$ cat config.mk
export PLATFORM = sky130hd
export DESIGN_NAME = board_ctl_reg
export DESIGN_NICKNAME = d
export VERILOG_FILES = /design/src/rtl/bdctl_pkg.sv /design/src/rtl/bdctl_ctrl_bits.sv /design/src/rtl/bdctl_fail_path.sv /design/src/rtl/bdctl_readback.sv /design/src/rtl/board_ctl_reg.sv
export SDC_FILE = /design/constraint.sdc
export NUM_CORES = 1
export LEC_CHECK = 0
export BUFFER_PORTS_ARGS = -buffer_cell sky130_fd_sc_hd__buf_2
export CORE_ASPECT_RATIO = 0.75
export CORE_UTILIZATION = 27
export CTS_CLUSTER_DIAMETER = 150
export DETAILED_ROUTE_END_ITERATION = 7
export PLACE_DENSITY = 0.81
export RECOVER_POWER = 25
export SETUP_SLACK_MARGIN = 0.15
export SYNTH_ARGS = -nofsm -noshare
export SYNTH_HDL_FRONTEND = slang
export SYNTH_HIERARCHICAL = 1
export SYNTH_SLANG_ARGS = --single-unit
$ cat constraint.sdc
create_clock -name clk -period 0.9 [get_ports clk]
set_input_delay 0.045 -clock clk [delete_from_list [all_inputs] [get_ports clk]]
set_output_delay 0.045 -clock clk [all_outputs]
set_load 0.01 [all_outputs]
$ cat src/rtl/bdctl_pkg.sv
package bdctl_pkg;
  localparam int REG_W  = 8;
  localparam int B_RSW  = 0;
  localparam int B_DRV  = 1;
  localparam int B_CLR  = 2;
  localparam int B_PUS  = 3;
  localparam int B_FAIL = 4;
  localparam int B_SYSF = 5;
  localparam int B_SCON = 6;
  localparam int B_RSV  = 7;

  typedef struct packed {
    logic rsw;
    logic drive;
    logic pu_stat;
  } ctrl_t;
endpackage

$ cat src/rtl/bdctl_ctrl_bits.sv
module bdctl_ctrl_bits
  import bdctl_pkg::*;
(
  input  logic             clk,
  input  logic             pwrup_rst_i,
  input  logic             warm_rst_i,
  input  logic             wr_stb_i,
  input  logic [REG_W-1:0] wr_byte_i,
  output ctrl_t            ctrl_o
);
  ctrl_t ctrl_q;
  logic  wr_ok;
  logic  unused_wr_bits;

  assign wr_ok          = wr_stb_i & ~warm_rst_i;
  assign unused_wr_bits = ^wr_byte_i[REG_W-1:B_PUS];

  always_ff @(posedge clk) begin
    if (pwrup_rst_i) begin
      ctrl_q.rsw     <= 1'b1;
      ctrl_q.drive   <= 1'b1;
      ctrl_q.pu_stat <= 1'b1;
    end else begin
      if (warm_rst_i)
        ctrl_q.drive <= 1'b1;
      else if (wr_ok)
        ctrl_q.drive <= wr_byte_i[B_DRV];
      if (wr_ok)
        ctrl_q.rsw <= wr_byte_i[B_RSW];
      if (wr_ok && wr_byte_i[B_CLR])
        ctrl_q.pu_stat <= 1'b0;
    end
  end

  assign ctrl_o = ctrl_q;
endmodule

$ cat src/rtl/bdctl_fail_path.sv
module bdctl_fail_path (
  input  logic clk,
  input  logic any_rst_i,
  input  logic ext_fail_i,
  input  logic wdog_tmo_i,
  input  logic sysfail_i,
  input  logic strap_i,
  input  logic peer_en_i,
  input  logic drive_i,
  input  logic rsw_i,
  output logic fail_o,
  output logic rsw_en_o,
  output logic sysf_o,
  output logic scon_o
);
  logic wd_hold_q;
  logic fail_q;
  logic rsw_en_q;
  logic sysf_q;
  logic scon_q;

  always_ff @(posedge clk) begin
    if (any_rst_i)
      wd_hold_q <= 1'b0;
    else if (wdog_tmo_i)
      wd_hold_q <= 1'b1;
  end

  always_ff @(posedge clk) begin
    fail_q   <= ext_fail_i | drive_i | wd_hold_q | wdog_tmo_i;
    rsw_en_q <= rsw_i | peer_en_i;
    sysf_q   <= sysfail_i;
    scon_q   <= strap_i;
  end

  assign fail_o   = fail_q;
  assign rsw_en_o = rsw_en_q;
  assign sysf_o   = sysf_q;
  assign scon_o   = scon_q;
endmodule

$ cat src/rtl/bdctl_readback.sv
module bdctl_readback
  import bdctl_pkg::*;
#(
  parameter int BUS_W = 32,
  parameter int LANE  = 3
) (
  input  logic             clk,
  input  logic             rd_i,
  input  ctrl_t            ctrl_i,
  input  logic             fail_i,
  input  logic             sysf_i,
  input  logic             scon_i,
  output logic [BUS_W-1:0] rdata_o
);
  localparam int LO = LANE * REG_W;

  logic [REG_W-1:0] img_byte;
  logic [BUS_W-1:0] img_word;
  logic [BUS_W-1:0] rdata_q;

  always_comb begin
    img_byte         = '0;
    img_byte[B_RSW]  = ctrl_i.rsw;
    img_byte[B_DRV]  = ctrl_i.drive;
    img_byte[B_CLR]  = 1'b0;
    img_byte[B_PUS]  = ctrl_i.pu_stat;
    img_byte[B_FAIL] = fail_i;
    img_byte[B_SYSF] = sysf_i;
    img_byte[B_SCON] = scon_i;
    img_byte[B_RSV]  = 1'b0;
    img_word              = '0;
    img_word[LO +: REG_W] = img_byte;
  end

  always_ff @(posedge clk) begin
    if (rd_i) rdata_q <= img_word;
    else      rdata_q <= '0;
  end

  assign rdata_o = rdata_q;
endmodule

$ cat src/rtl/board_ctl_reg.sv
module board_ctl_reg
  import bdctl_pkg::*;
#(
  parameter int BUS_W = 32,
  parameter int LANE  = 3,
  localparam int BE_W = BUS_W / 8,
  localparam int LO   = LANE * REG_W
) (
  input  logic             clk,
  input  logic             pwrup_rst_i,
  input  logic             sys_rst_i,
  input  logic             loc_rst_i,
  input  logic             bus_wr_i,
  input  logic             bus_rd_i,
  input  logic [BE_W-1:0]  bus_be_i,
  input  logic [BUS_W-1:0] bus_wdata_i,
  output logic [BUS_W-1:0] bus_rdata_o,
  input  logic             ext_fail_i,
  input  logic             wdog_tmo_i,
  input  logic             sysfail_i,
  input  logic             sysctl_strap_i,
  input  logic             peer_rsw_en_i,
  output logic             brd_fail_o,
  output logic             rsw_en_o
);
  ctrl_t ctrl_q;
  logic  warm_rst;
  logic  any_rst;
  logic  lane_wr;
  logic  sysf_s;
  logic  scon_s;
  logic  unused_bus;

  assign warm_rst   = sys_rst_i | loc_rst_i;
  assign any_rst    = pwrup_rst_i | warm_rst;
  assign lane_wr    = bus_wr_i & bus_be_i[LANE];
  assign unused_bus = ^{bus_wdata_i, bus_be_i};

  bdctl_ctrl_bits u_bits (
    .clk         (clk),
    .pwrup_rst_i (pwrup_rst_i),
    .warm_rst_i  (warm_rst),
    .wr_stb_i    (lane_wr),
    .wr_byte_i   (bus_wdata_i[LO +: REG_W]),
    .ctrl_o      (ctrl_q)
  );

  bdctl_fail_path u_fail (
    .clk        (clk),
    .any_rst_i  (any_rst),
    .ext_fail_i (ext_fail_i),
    .wdog_tmo_i (wdog_tmo_i),
    .sysfail_i  (sysfail_i),
    .strap_i    (sysctl_strap_i),
    .peer_en_i  (peer_rsw_en_i),
    .drive_i    (ctrl_q.drive),
    .rsw_i      (ctrl_q.rsw),
    .fail_o     (brd_fail_o),
    .rsw_en_o   (rsw_en_o),
    .sysf_o     (sysf_s),
    .scon_o     (scon_s)
  );

  bdctl_readback #(.BUS_W(BUS_W), .LANE(LANE)) u_rd (
    .clk     (clk),
    .rd_i    (bus_rd_i),
    .ctrl_i  (ctrl_q),
    .fail_i  (brd_fail_o),
    .sysf_i  (sysf_s),
    .scon_i  (scon_s),
    .rdata_o (bus_rdata_o)
  );
endmodule

==> flow_summary_export.csv <==
group,metric,value,unit
outcome,outcome,"finished with violations",
outcome,failed_checks,"design-rule violations, negative hold slack",
floorplanning,design.die.area,2500,µm²
placement,placedInstanceArea,668,µm²
sta,setup_viol,0,
route,drt-wirelength-per-cell,7.59,µm
synth,synth_cells,63,
floorplanning,die_x,57.4,µm
worst_setup_path,critPathArrivalTime,1.02,ns
worst_setup_path,worst-path-buf-inv,0,
floorplanning,io_pins,81,
clock_network,cts.hold.buffers_added,4,
sta,final_worst_slack,0.0246,ns
worst_setup_path,r2r_end,"u_fail/fail_o",
clock_network,clockBufferDepth,2,
worst_setup_path,crit_path_cell_trace,"or4_1",
synth,library_cell_with_the_largest_summed_area_after_synthesis,"sky130_fd_sc_hd__dfxtp_1",
synth,ys_seq_area_frac,0.451,
route,total_drc_errors_in_the_routed_layout,3,
finish,layout.nets,141,
global_route,track_usage,0.0753,
global_route,grt_start_max_net_pins,8,
global_route,initial_antenna_violation_count,0,
route,routed_via_density,3.49,
floorplanning,fp.dieH,43.6,µm
synth,netlist_area,622,µm²
min_path,timing.hold.worst_path_depth,2,
worst_setup_path,r2r_slack,0.02,ns
worst_setup_path,cp_endpoint_kind,"flip-flop",
route,dr_wl_met2,518,µm
sta,post-route-period-util,0.973,
synth,ys_ff_latch,14,
route,wl_met3,97,µm
min_path,min_from,"peer_rsw_en_i",
finish,syn2layout_area_growth,20.3,%
power,vdd_ir_drop_max,0.351,mV
route,drtPass1Iterations,5,
placement,place.gp.congestion,0.656,
route,top_layer,"met3",
sta,report.final.slew_viol_count,0,
clock_network,clock_tree_from_tritoncts,"built",
worst_setup_path,worst_path_dominant_cell_family,"simple AND/OR/NAND/NOR gates",
sta,timing_hold_violations_final,2,
finish,fin_area,748,µm²
clock_network,clock-sinks,14,
sta,final.setup.tns,0,ns
job,drv.max_cap_violation_count,0,
placement,place.detailed.instances,109,
min_path,holdPathEnd,"u_fail/rsw_en_o",
clock_network,root_buffer,"sky130_fd_sc_hd__clkbuf_4",
worst_setup_path,slowest_delay,0.45,ns
finish,final_layout_size_suffix_gt1_frac,0.337,
synth,syn_avg_cell_area,9.87,µm²
placement,portBuffers,22,
global_route,grt_pass1_wl,1390,µm
route,routed_wirelength,880,µm
power,p_leak,0.378,nW
global_route,grt_overflow_total,0,
clock_network,cts_inserted_buffers,3,
worst_setup_path,worstRegToRegCells,1,
sta,clock_skew,0.000450,ns
clock_network,cts_max_level,1,
synth,post_synth_num_cell_types,15,
clock_network,clkTransAtPathRegs,0.07,ns
finish,layout.cells.non_filler,116,
floorplanning,start_util,0.298,
worst_setup_path,critical_path.reg2reg.startpoint,"u_bits/ctrl_o[1]",
floorplanning,core.rowCount,14,
floorplanning,coreArea,2080,µm²
clock_network,clock_latency,0.26,ns
power,power_density,1500,nW/µm²
global_route,vias_in_the_first_global_route,379,
sta,layout_min_cycle_time,0.875,ns
route,num_vias,405,
placement,preCtsSetupSlack,0.0346,ns
sta,grt_setup_unrepaired,"yes",
worst_setup_path,path_class,"reg -> reg",
sta,timing.fmax,1140,MHz
worst_setup_path,cpMaxStageDelayCell,"sky130_fd_sc_hd__or4_1",
route,drt-met1-wl,264,µm
worst_setup_path,worstPathRequired,1.04,ns
synth,ys_top_cells_by_area,"sky130_fd_sc_hd__dfxtp_1 (45%), sky130_fd_sc_hd__buf_4 (31%), sky130_fd_sc_hd__and2_1 (7.0%), sky130_fd_sc_hd__mux2i_1 (3.2%), sky130_fd_sc_hd__nor2_1 (2.4%)",
synth,yosys.area.top_type_share,0.451,
route,detail-route-antenna-nets,0,
route,dr.first_iter.drc_count,7,
sta,fin_worst_hold_slack,-0.0309,ns
worst_setup_path,crit_path_max_fanout,2,
placement,place_hpwl,743,µm
synth,yosys_warnings,6,
finish,insertedDiodeCount,0,
min_path,min-delay-path-class,"in -> reg",
worst_setup_path,worstSetupStartpointType,"flip-flop",
==> per-stage QoR <==
step,utilization,total power [mW]
final,0.359,1.12
after global routing,0.359,1.19
after CTS,0.351,1.14
after detailed placement,0.321,0.804
after global placement,0.321,0.799
after floorplan,-,0.832
==> Yosys cell counts (all sizes together) <==
cell type,number
a31oi,1
and2,7
buf,26
conb,1
dfxtp,14
inv,1
mux2i,2
nand2,1
nor2,4
nor2b,1
o21ba,1
or2,2
or3,1
or4,1
==> cell usage in the layout (no fill, tap or decap) <==
cell type                        count
sky130_fd_sc_hd__dlymetal6s4s_1      1
sky130_fd_sc_hd__or4_1               1
sky130_fd_sc_hd__nand2_1             1
sky130_fd_sc_hd__clkbuf_4            3
sky130_fd_sc_hd__dfxtp_1            12
sky130_fd_sc_hd__and2_0              3
sky130_fd_sc_hd__nor2_1              4
sky130_fd_sc_hd__or2_1               1
sky130_fd_sc_hd__dfxtp_2             2
sky130_fd_sc_hd__buf_6               2
sky130_fd_sc_hd__dlygate4sd3_1       3
sky130_fd_sc_hd__nor2b_4             1
sky130_fd_sc_hd__a31oi_1             1
sky130_fd_sc_hd__inv_1               1
sky130_fd_sc_hd__buf_4               1
sky130_fd_sc_hd__and2_1              4
sky130_fd_sc_hd__conb_1             26
sky130_fd_sc_hd__mux2i_1             2
sky130_fd_sc_hd__or2_2               1
sky130_fd_sc_hd__or3_1               1
sky130_fd_sc_hd__buf_2              20
sky130_fd_sc_hd__o21ba_2             1
==> worst max-delay path by stage <==
stage	endpoint	slack, ns	start	cells past startpoint
2_1_floorplan	u_fail/fail_o	0.04	u_bits/ctrl_o[1]	1
3_3_place_gp	u_fail/fail_o	0.03	u_bits/ctrl_o[1]	1
3_5_place_dp	u_fail/fail_o	0.03	u_bits/ctrl_o[1]	1
4_1_cts	u_fail/fail_o	0.03	u_bits/ctrl_o[1]	1
5_1_grt	u_fail/fail_o	0.008	u_bits/ctrl_o[1]	1
6_report	u_fail/fail_o	0.02	u_bits/ctrl_o[1]	1
==> flip-flops by register name (all words and copies together), names as in the netlist <==
signal	cells
u_fail/fail_o	1
u_fail/wd_hold_q	1
u_bits/ctrl_o	3
u_fail/sysf_o	1
u_fail/scon_o	1
u_fail/rsw_en_o	1
u_rd/rdata_o	6
==> layout make-up <==
| class | instances | area, µm² |
|---|---|---|
| Timing Repair Buffer | 27 | 173 |
| Tap cell | 24 | 30.0 |
| Clock buffer | 3 | 22.5 |
| Sequential cell | 14 | 283 |
| Fill cell | 198 | 1340 |
| Multi-Input combinational cell | 47 | 236 |
| Inverter | 1 | 3.75 |
==> logic make-up (layout without fill, tap and decap cells) <==
logic type / Yosys count / count (layout) / share of synthesized area
compound gates: 2 / 2 / 0.0262
buf+inv: 27 / 31 / 0.320
flops: 14 / 14 / 0.451
mux: 2 / 2 / 0.0322
other cells: 1 / 26 / 0.00603
simple gates: 17 / 17 / 0.165
==> layer usage <==
layer,vias up,GRT usage
met3,0,0.0179
li1,202,-
met1,175,0.0529
met2,28,0.165
met4,0,0.0585
met5,-,0
==> where the power goes <==
part / internal, mW / leakage (nW) / switching, mW
Combinational: 0.0684 / 0.248 / 0.0899
Clock: 0.154 / 0.0138 / 0.158
Sequential: 0.645 / 0.116 / 0.00777
==> timing repair <==
action | CTS | global route
hold endpoints to repair | 7 | 2
buffers inserted | 0 | 0
pin swaps | 0 | 1
resized for setup | 0 | 5
setup endpoints to repair | 4 | 10
Note: power is estimated with default switching activity, not from simulation.
